===== src/rtl/bypass_pkg.sv =====
package bypass_pkg;
  localparam int unsigned REG_W = 5;
  localparam int unsigned LANES = 2;
  localparam int unsigned OPS_PER_LANE = 2;
endpackage


===== src/rtl/bypass_sel_ctrl.sv =====
module bypass_sel_ctrl #(
  parameter int unsigned LANES = 2,
  parameter int unsigned REG_W = 5,
  localparam int unsigned NSRC = 2 * LANES + 1
) (
  input  logic [REG_W-1:0]            spec,
  input  logic [LANES-1:0]            mem_wen,
  input  logic [LANES-1:0][REG_W-1:0] mem_rd,
  input  logic [LANES-1:0]            wb_wen,
  input  logic [LANES-1:0][REG_W-1:0] wb_rd,
  output logic [NSRC-1:0]             sel
);
  // hit order = priority order: memory stage youngest first, then writeback
  logic [NSRC-2:0] hit;

  for (genvar j = 0; j < LANES; j++) begin : g_cmp
    assign hit[j] = mem_wen[LANES-1-j] && (mem_rd[LANES-1-j] != '0)
                    && (mem_rd[LANES-1-j] == spec);
    assign hit[LANES+j] = wb_wen[LANES-1-j] && (wb_rd[LANES-1-j] != '0)
                          && (wb_rd[LANES-1-j] == spec);
  end

  always_comb begin
    logic taken;
    sel   = '0;
    taken = 1'b0;
    for (int k = 0; k < NSRC - 1; k++) begin
      if (hit[k] && !taken) begin
        sel[k] = 1'b1;
        taken  = 1'b1;
      end
    end
    if (!taken) sel[NSRC-1] = 1'b1;
  end

  always_comb begin
    // source zero never matches any producer
    if (spec == '0) a_r6_zero_no_hit: assert (hit == '0);
    // a disabled memory-stage lane never raises its compare
    for (int l = 0; l < LANES; l++)
      if (!mem_wen[l]) a_r7_mem_disabled: assert (!hit[LANES-1-l]);
  end
endmodule


===== src/rtl/bypass_bit_slice.sv =====
module bypass_bit_slice #(
  parameter int unsigned NSRC = 5
) (
  input  logic [NSRC-1:0] sel,
  input  logic [NSRC-1:0] din,
  output logic            dout
);
  assign dout = |(sel & din);
endmodule


===== src/rtl/bypass_operand_mux.sv =====
module bypass_operand_mux #(
  parameter int unsigned NSRC   = 5,
  parameter int unsigned DATA_W = 32
) (
  input  logic [NSRC-1:0]             sel,
  input  logic [NSRC-1:0][DATA_W-1:0] cand,
  output logic [DATA_W-1:0]           dout
);
  for (genvar b = 0; b < DATA_W; b++) begin : g_bit
    logic [NSRC-1:0] col;
    for (genvar s = 0; s < NSRC; s++) begin : g_col
      assign col[s] = cand[s][b];
    end
    bypass_bit_slice #(.NSRC(NSRC)) u_slice (
      .sel (sel),
      .din (col),
      .dout(dout[b])
    );
  end
endmodule


===== src/rtl/bypass_net2.sv =====
module bypass_net2
  import bypass_pkg::*;
#(
  parameter int unsigned DATA_W = 32,
  localparam int unsigned NOPS = LANES * OPS_PER_LANE,
  localparam int unsigned NSRC = 2 * LANES + 1
) (
  input  logic [NOPS-1:0][REG_W-1:0]   op_spec,
  input  logic [NOPS-1:0][DATA_W-1:0]  rf_data,
  input  logic [LANES-1:0]             mem_wen,
  input  logic [LANES-1:0][REG_W-1:0]  mem_rd,
  input  logic [LANES-1:0][DATA_W-1:0] mem_data,
  input  logic [LANES-1:0]             wb_wen,
  input  logic [LANES-1:0][REG_W-1:0]  wb_rd,
  input  logic [LANES-1:0][DATA_W-1:0] wb_data,
  output logic [NOPS-1:0][DATA_W-1:0]  opnd
);
  for (genvar o = 0; o < NOPS; o++) begin : g_op
    logic [NSRC-1:0]             sel;
    logic [NSRC-1:0][DATA_W-1:0] cand;

    for (genvar j = 0; j < LANES; j++) begin : g_cand
      assign cand[j]       = mem_data[LANES-1-j];
      assign cand[LANES+j] = wb_data[LANES-1-j];
    end
    assign cand[NSRC-1] = rf_data[o];

    bypass_sel_ctrl #(.LANES(LANES), .REG_W(REG_W)) u_ctrl (
      .spec   (op_spec[o]),
      .mem_wen(mem_wen),
      .mem_rd (mem_rd),
      .wb_wen (wb_wen),
      .wb_rd  (wb_rd),
      .sel    (sel)
    );

    bypass_operand_mux #(.NSRC(NSRC), .DATA_W(DATA_W)) u_mux (
      .sel (sel),
      .cand(cand),
      .dout(opnd[o])
    );

    always_comb begin
      logic mem_any, any;
      mem_any = 1'b0;
      any     = 1'b0;
      for (int l = 0; l < LANES; l++) begin
        if (mem_wen[l] && mem_rd[l] == op_spec[o]) mem_any = 1'b1;
        if (wb_wen[l] && wb_rd[l] == op_spec[o]) any = 1'b1;
      end
      any = any || mem_any;
      if (op_spec[o] == '0 || !any)
        a_r1_rf_default: assert (opnd[o] == rf_data[o]);
      if (op_spec[o] != '0 && mem_wen[LANES-1] && mem_rd[LANES-1] == op_spec[o])
        a_r4_young_mx: assert (opnd[o] == mem_data[LANES-1]);
      if (op_spec[o] != '0 && !mem_any && wb_wen[LANES-1] && wb_rd[LANES-1] == op_spec[o])
        a_r5_young_wx: assert (opnd[o] == wb_data[LANES-1]);
    end
  end
endmodule


===== config.mk =====
export PLATFORM = sky130hd
export DESIGN_NAME = bypass_net2
export DESIGN_NICKNAME = d
export VERILOG_FILES = /design/src/rtl/bypass_pkg.sv /design/src/rtl/bypass_sel_ctrl.sv /design/src/rtl/bypass_bit_slice.sv /design/src/rtl/bypass_operand_mux.sv /design/src/rtl/bypass_net2.sv
export SDC_FILE = /design/constraint.sdc
export NUM_CORES = 1
export LEC_CHECK = 0
export ABC_AREA = 1
export BUFFER_PORTS_ARGS = -buffer_cell sky130_fd_sc_hd__buf_2
export CORE_AREA = 3 3 168 170
export DETAILED_ROUTE_END_ITERATION = 8
export DIE_AREA = 0 0 171 173
export PLACE_DENSITY = 0.59
export SYNTH_ARGS = -nofsm -noshare
export SYNTH_HDL_FRONTEND = slang
export SYNTH_SLANG_ARGS = --single-unit

===== constraint.sdc =====
create_clock -name vclk -period 5
set_clock_uncertainty 0.15 [all_clocks]
set_input_delay 0.5 -clock vclk [all_inputs]
set_output_delay 0.5 -clock vclk [all_outputs]
set_load 0.005 [all_outputs]

Word-level counts from Yosys, hierarchy flattened
Index checks and enable logic that the tools add are counted.
{"block": "totals", "register_bits": 0, "input_bits": 300, "out_inout_bits": 128, "elab_cells": 352}
{"block": "classes", "n_eq_ne": 16, "muxes": 32, "bitwise": 128, "reduce_logical": 176}
{"cell": "bitwise AND 5 bit", "count": 128}
{"cell": "OR reduction 5 bit", "count": 128}
{"cell": "equality test 5 bit", "count": 16}
{"cell": "logical AND 1 bit", "count": 32}
{"cell": "two-way mux 1 bit", "count": 32}
{"cell": "nonzero test 5 bit", "count": 4}
{"cell": "logical NOT 1 bit", "count": 12}

Depth between registers and ports, before layout
{"block": "logic_depth", "word_depth": 16, "depth_mapped": 14, "depth_no_buf": 11}

By module
A second synthesis with hierarchy kept.
{"block": "unflattened", "cells_unflattened": 1836, "area_unflattened_um2": 7106.8}
{"module": "bypass_bit_slice", "instances": 128, "cells_each": 11, "area_per_inst_um2": 41.3, "seq_area_each_um2": 0.0}
{"module": "bypass_sel_ctrl", "instances": 4, "cells_each": 107, "area_per_inst_um2": 455.4, "seq_area_each_um2": 0.0}

Worst setup path before layout
No wires, ideal clock.
{"block": "synth_path", "path_kind": "input port to output port", "startpoint": "input port mem_rd[7] (netlist bit)", "endpoint": "output port opnd[100] (netlist bit)", "t_arrival_ps": 1805, "required_ps": 4350, "slack_ps": 2545, "path_stages": 12, "path_buffers": 3, "path_cell_list": "buf_2 -> nor2_1 -> nand3b_1 -> nand2_2 -> inv_2 -> nand3_2 -> nand2_2 -> nor2_4 -> buf_4 -> nand3_1 -> nand3_1 -> buf_4"}
{"block": "synth_between", "elab_chain_cells": 16, "word_cells_on_any_way": 20, "cone_classes": "1 x eq/ne; 8 x mux; 1 x bitwise; 10 x reduce/logical"}
{"element": "start, declared", "line_no": "bypass_net2.sv:11", "text": "input logic [LANES-1:0][REG_W-1:0] mem_rd,"}
{"element": "nonzero test 5 bit", "line_no": "bypass_sel_ctrl.sv:17", "text": "assign hit[j] = mem_wen[LANES-1-j] && (mem_rd[LANES-1-j] != '0)"}
{"element": "logical AND 1 bit", "line_no": "bypass_sel_ctrl.sv:17"}
{"element": "logical AND 1 bit (*)", "line_no": "bypass_sel_ctrl.sv:18", "text": "&& (mem_rd[LANES-1-j] == spec);"}
{"element": "two-way mux 1 bit (*)", "line_no": "bypass_sel_ctrl.sv:28", "text": "if (hit[k] && !taken) begin"}
{"element": "logical NOT 1 bit", "line_no": "bypass_sel_ctrl.sv:28"}
{"element": "logical AND 1 bit", "line_no": "bypass_sel_ctrl.sv:28"}
{"element": "two-way mux 1 bit", "line_no": "bypass_sel_ctrl.sv:28"}
{"element": "logical NOT 1 bit", "line_no": "bypass_sel_ctrl.sv:28"}
{"element": "logical AND 1 bit", "line_no": "bypass_sel_ctrl.sv:28"}
{"element": "two-way mux 1 bit", "line_no": "bypass_sel_ctrl.sv:28"}
{"element": "logical NOT 1 bit", "line_no": "bypass_sel_ctrl.sv:28"}
{"element": "logical AND 1 bit", "line_no": "bypass_sel_ctrl.sv:28"}
{"element": "two-way mux 1 bit", "line_no": "bypass_sel_ctrl.sv:28"}
{"element": "two-way mux 1 bit", "line_no": "bypass_sel_ctrl.sv:33", "text": "if (!taken) sel[NSRC-1] = 1'b1;"}
{"element": "bitwise AND 5 bit (*)", "line_no": "bypass_bit_slice.sv:8", "text": "assign dout = |(sel & din);"}
{"element": "OR reduction 5 bit (*)", "line_no": "bypass_bit_slice.sv:8"}
{"element": "end, declared", "line_no": "bypass_net2.sv:16", "text": "output logic [NOPS-1:0][DATA_W-1:0] opnd"}
Every way passes the cells marked *; elsewhere a longest branch is shown, timed or not.

==> flow_summary.json <==
{
  "globalRouteOverflowTotal": 0,
  "grtUsageTotal_pct": 28.4,
  "clock.fmax_mhz": 252,
  "postSynthAreaPerCell_um2": 5.02,
  "pwr_density_cell_mw_per_mm2": 81.9,
  "die_h_um": 173,
  "slew_viol_final": 0,
  "setup_viol": 0,
  "io_buffers": 428,
  "worstSetupStartpointType": "input port",
  "cts_setup_buffers": 0,
  "layout_commonest_cell": "nand3_1",
  "grt_max_degree": 65,
  "top_usage_layer": "met2",
  "core_area_mm2": 0.0269,
  "drive_gt1_share_pct": 27.6,
  "critPathMaxFanout": 34,
  "wl_per_cell_um": 21.1,
  "grt_pass1_wl_mm": 66.8,
  "worstSetupEndpointType": "primary output",
  "crit_type": "in2out",
  "fp.dieW_um": 171,
  "antenna_found_initial": 6,
  "placed_area_mm2": 0.00932,
  "cap_violations": 0,
  "cts_resized": 0,
  "synth_top_area_share_pct": 36.8,
  "finalCriticalPeriod_ns": 3.97,
  "hold_violations": 0,
  "yosysTopAreaCell": "nand3_1",
  "synth_nets": 1918,
  "rows": 60,
  "design_area_mm2": 0.00933,
  "worst-endpoint-arrival_ns": 3.32,
  "tns_ns": 0,
  "grt_setup_unrepaired": "false",
  "dr_total_vias": 12262,
  "synth_cells": 1618,
  "hpwl_mm": 33.9,
  "worstPathRequired_ns": 4.35,
  "ys_top_cells_by_area": "nand3_1 37%, buf_4 13%, nor2_1 13%",
  "fill_cells": 3140,
  "met2_usage_pct": 47.0,
  "vdd_drop_max_uv": 66.7,
  "finalNetCount": 2112,
  "layout_common_cells": "593 x nand3_1, 428 x buf_2, 286 x nor2_1",
  "pin_count": 428,
  "p_leak_nw": 5.30,
  "die_area_mm2": 0.0296,
  "post-place-ws_ns": 1.07,
  "relSlewSlack_pct": 32.1,
  "ctsHoldBuffers": 0,
  "grt_pass1_vias": 11209,
  "met3_usage_pct": 5.65,
  "avgViaCountPerCell": 5.70,
  "holdCritStartpoint": "rf_data[108]",
  "drc": 0,
  "register_area_um2": 0,
  "netlist-cell-type-count": 26,
  "wl_mm": 45.4,
  "globalplace.congestion": 0.956,
  "clockBufferCount": 0,
  "seq_cell_count": 0,
  "synth_warnings": 0,
  "initial_utilization_pct": 30.2,
  "ys_seq_area_share_pct": 0,
  "drtIter0Drc": 1820,
  "final.setup.worst_slack_ns": 1.03,
  "crit_path_start": "mem_rd[5]",
  "period_share_pct": 79.4,
  "syn_area_mm2": 0.00812,
  "tightest_slew_ns": 1.02,
  "drtPass1Iterations": 7,
  "status": "completed",
  "use_met1_pct": 37.5,
  "syn_to_final_growth_pct": 14.9,
  "postRouteAntennaNets": 0,
  "min_path_type": "in2out"
}
## layer usage
| layer | part of all wire (%) | wire [µm] |
|---|---|---|
| met1 | 40 | 18200 |
| met2 | 45 | 20700 |
| met3 | 11 | 5180 |
| met4 | 3.0 | 1370 |
| met5 | 0.095 | 43 |
## cells by family after synthesis
group / count (synthesis) / share of synthesized area, %
AND/OR/NAND/NOR: 1230 / 70.7
buffers and inverters: 339 / 24.2
XOR/XNOR: 46 / 4.96
AO/OA/AOI/OAI: 3 / 0.185
## power by group
part	leakage, nW	total, mW	internal [mW]	switching [mW]
Sequential	0	0	0	0
Clock	0.0000127	0.0000000539	0.0000000539	0
Combinational	5.30	0.764	0.285	0.479
Total	5.30	0.764	0.285	0.479
## worst max-delay path, stage by stage
cell and delay, ns:
buf_2 0.15, nor2_1 0.20, nand3b_1 0.12, nand2_2 0.15
inv_2 0.27, nand3_2 0.18, buf_4 0.24, nand2_2 0.09
nor2_4 0.52, buf_4 0.49, nand3_1 0.14, nand3_1 0.11
buf_2 0.11
## cell type report
type               count  area (µm²)  share of cell area, %
repair buffers       456        2360                   25.4
multi-input cells   1279        6250                   67.0
inverters             75         282                   3.02
diodes                 2        5.00                 0.0537
well taps            341         427                   4.57
## stage by stage
| step | std cells | hold WS [ns] | util [%] | power [mW] |
|---|---|---|---|---|
| after floorplan | 1618 | 1.07 | - | 0.495 |
| after global placement | 2151 | 1.16 | 34.7 | 0.742 |
| after detailed placement | 2151 | 1.16 | 34.7 | 0.746 |
| after CTS | 2151 | 1.16 | 34.7 | 0.748 |
| after global routing | 2153 | 1.17 | 34.7 | 0.826 |
| final | 2153 | 1.16 | 34.7 | 0.764 |
## Yosys cell counts
cell type and n:
inv_1 70, clkbuf_2 6, xor2_1 24, buf_1 1, buf_4 146, nor2_8 1
clkbuf_1 48, nor2_1 290, xnor2_1 22, inv_2 5, nand3b_1 1, nand3_4 2
buf_2 54, nand3_1 597, nand2_1 244, nor3_4 4, nand2_4 1, o21ai_0 3
nor2_2 6, nand4_1 64, nor2_4 3, buf_6 9, nand2_2 5, nor2b_1 4
nand3_2 6, nor3_2 2
## final timing paths
check,to,slack [ns],cells after the start
setup / recovery,opnd[113],1.03,13
hold / removal,opnd[108],1.16,4
No activity file was read; power rests on OpenSTA's default activity.
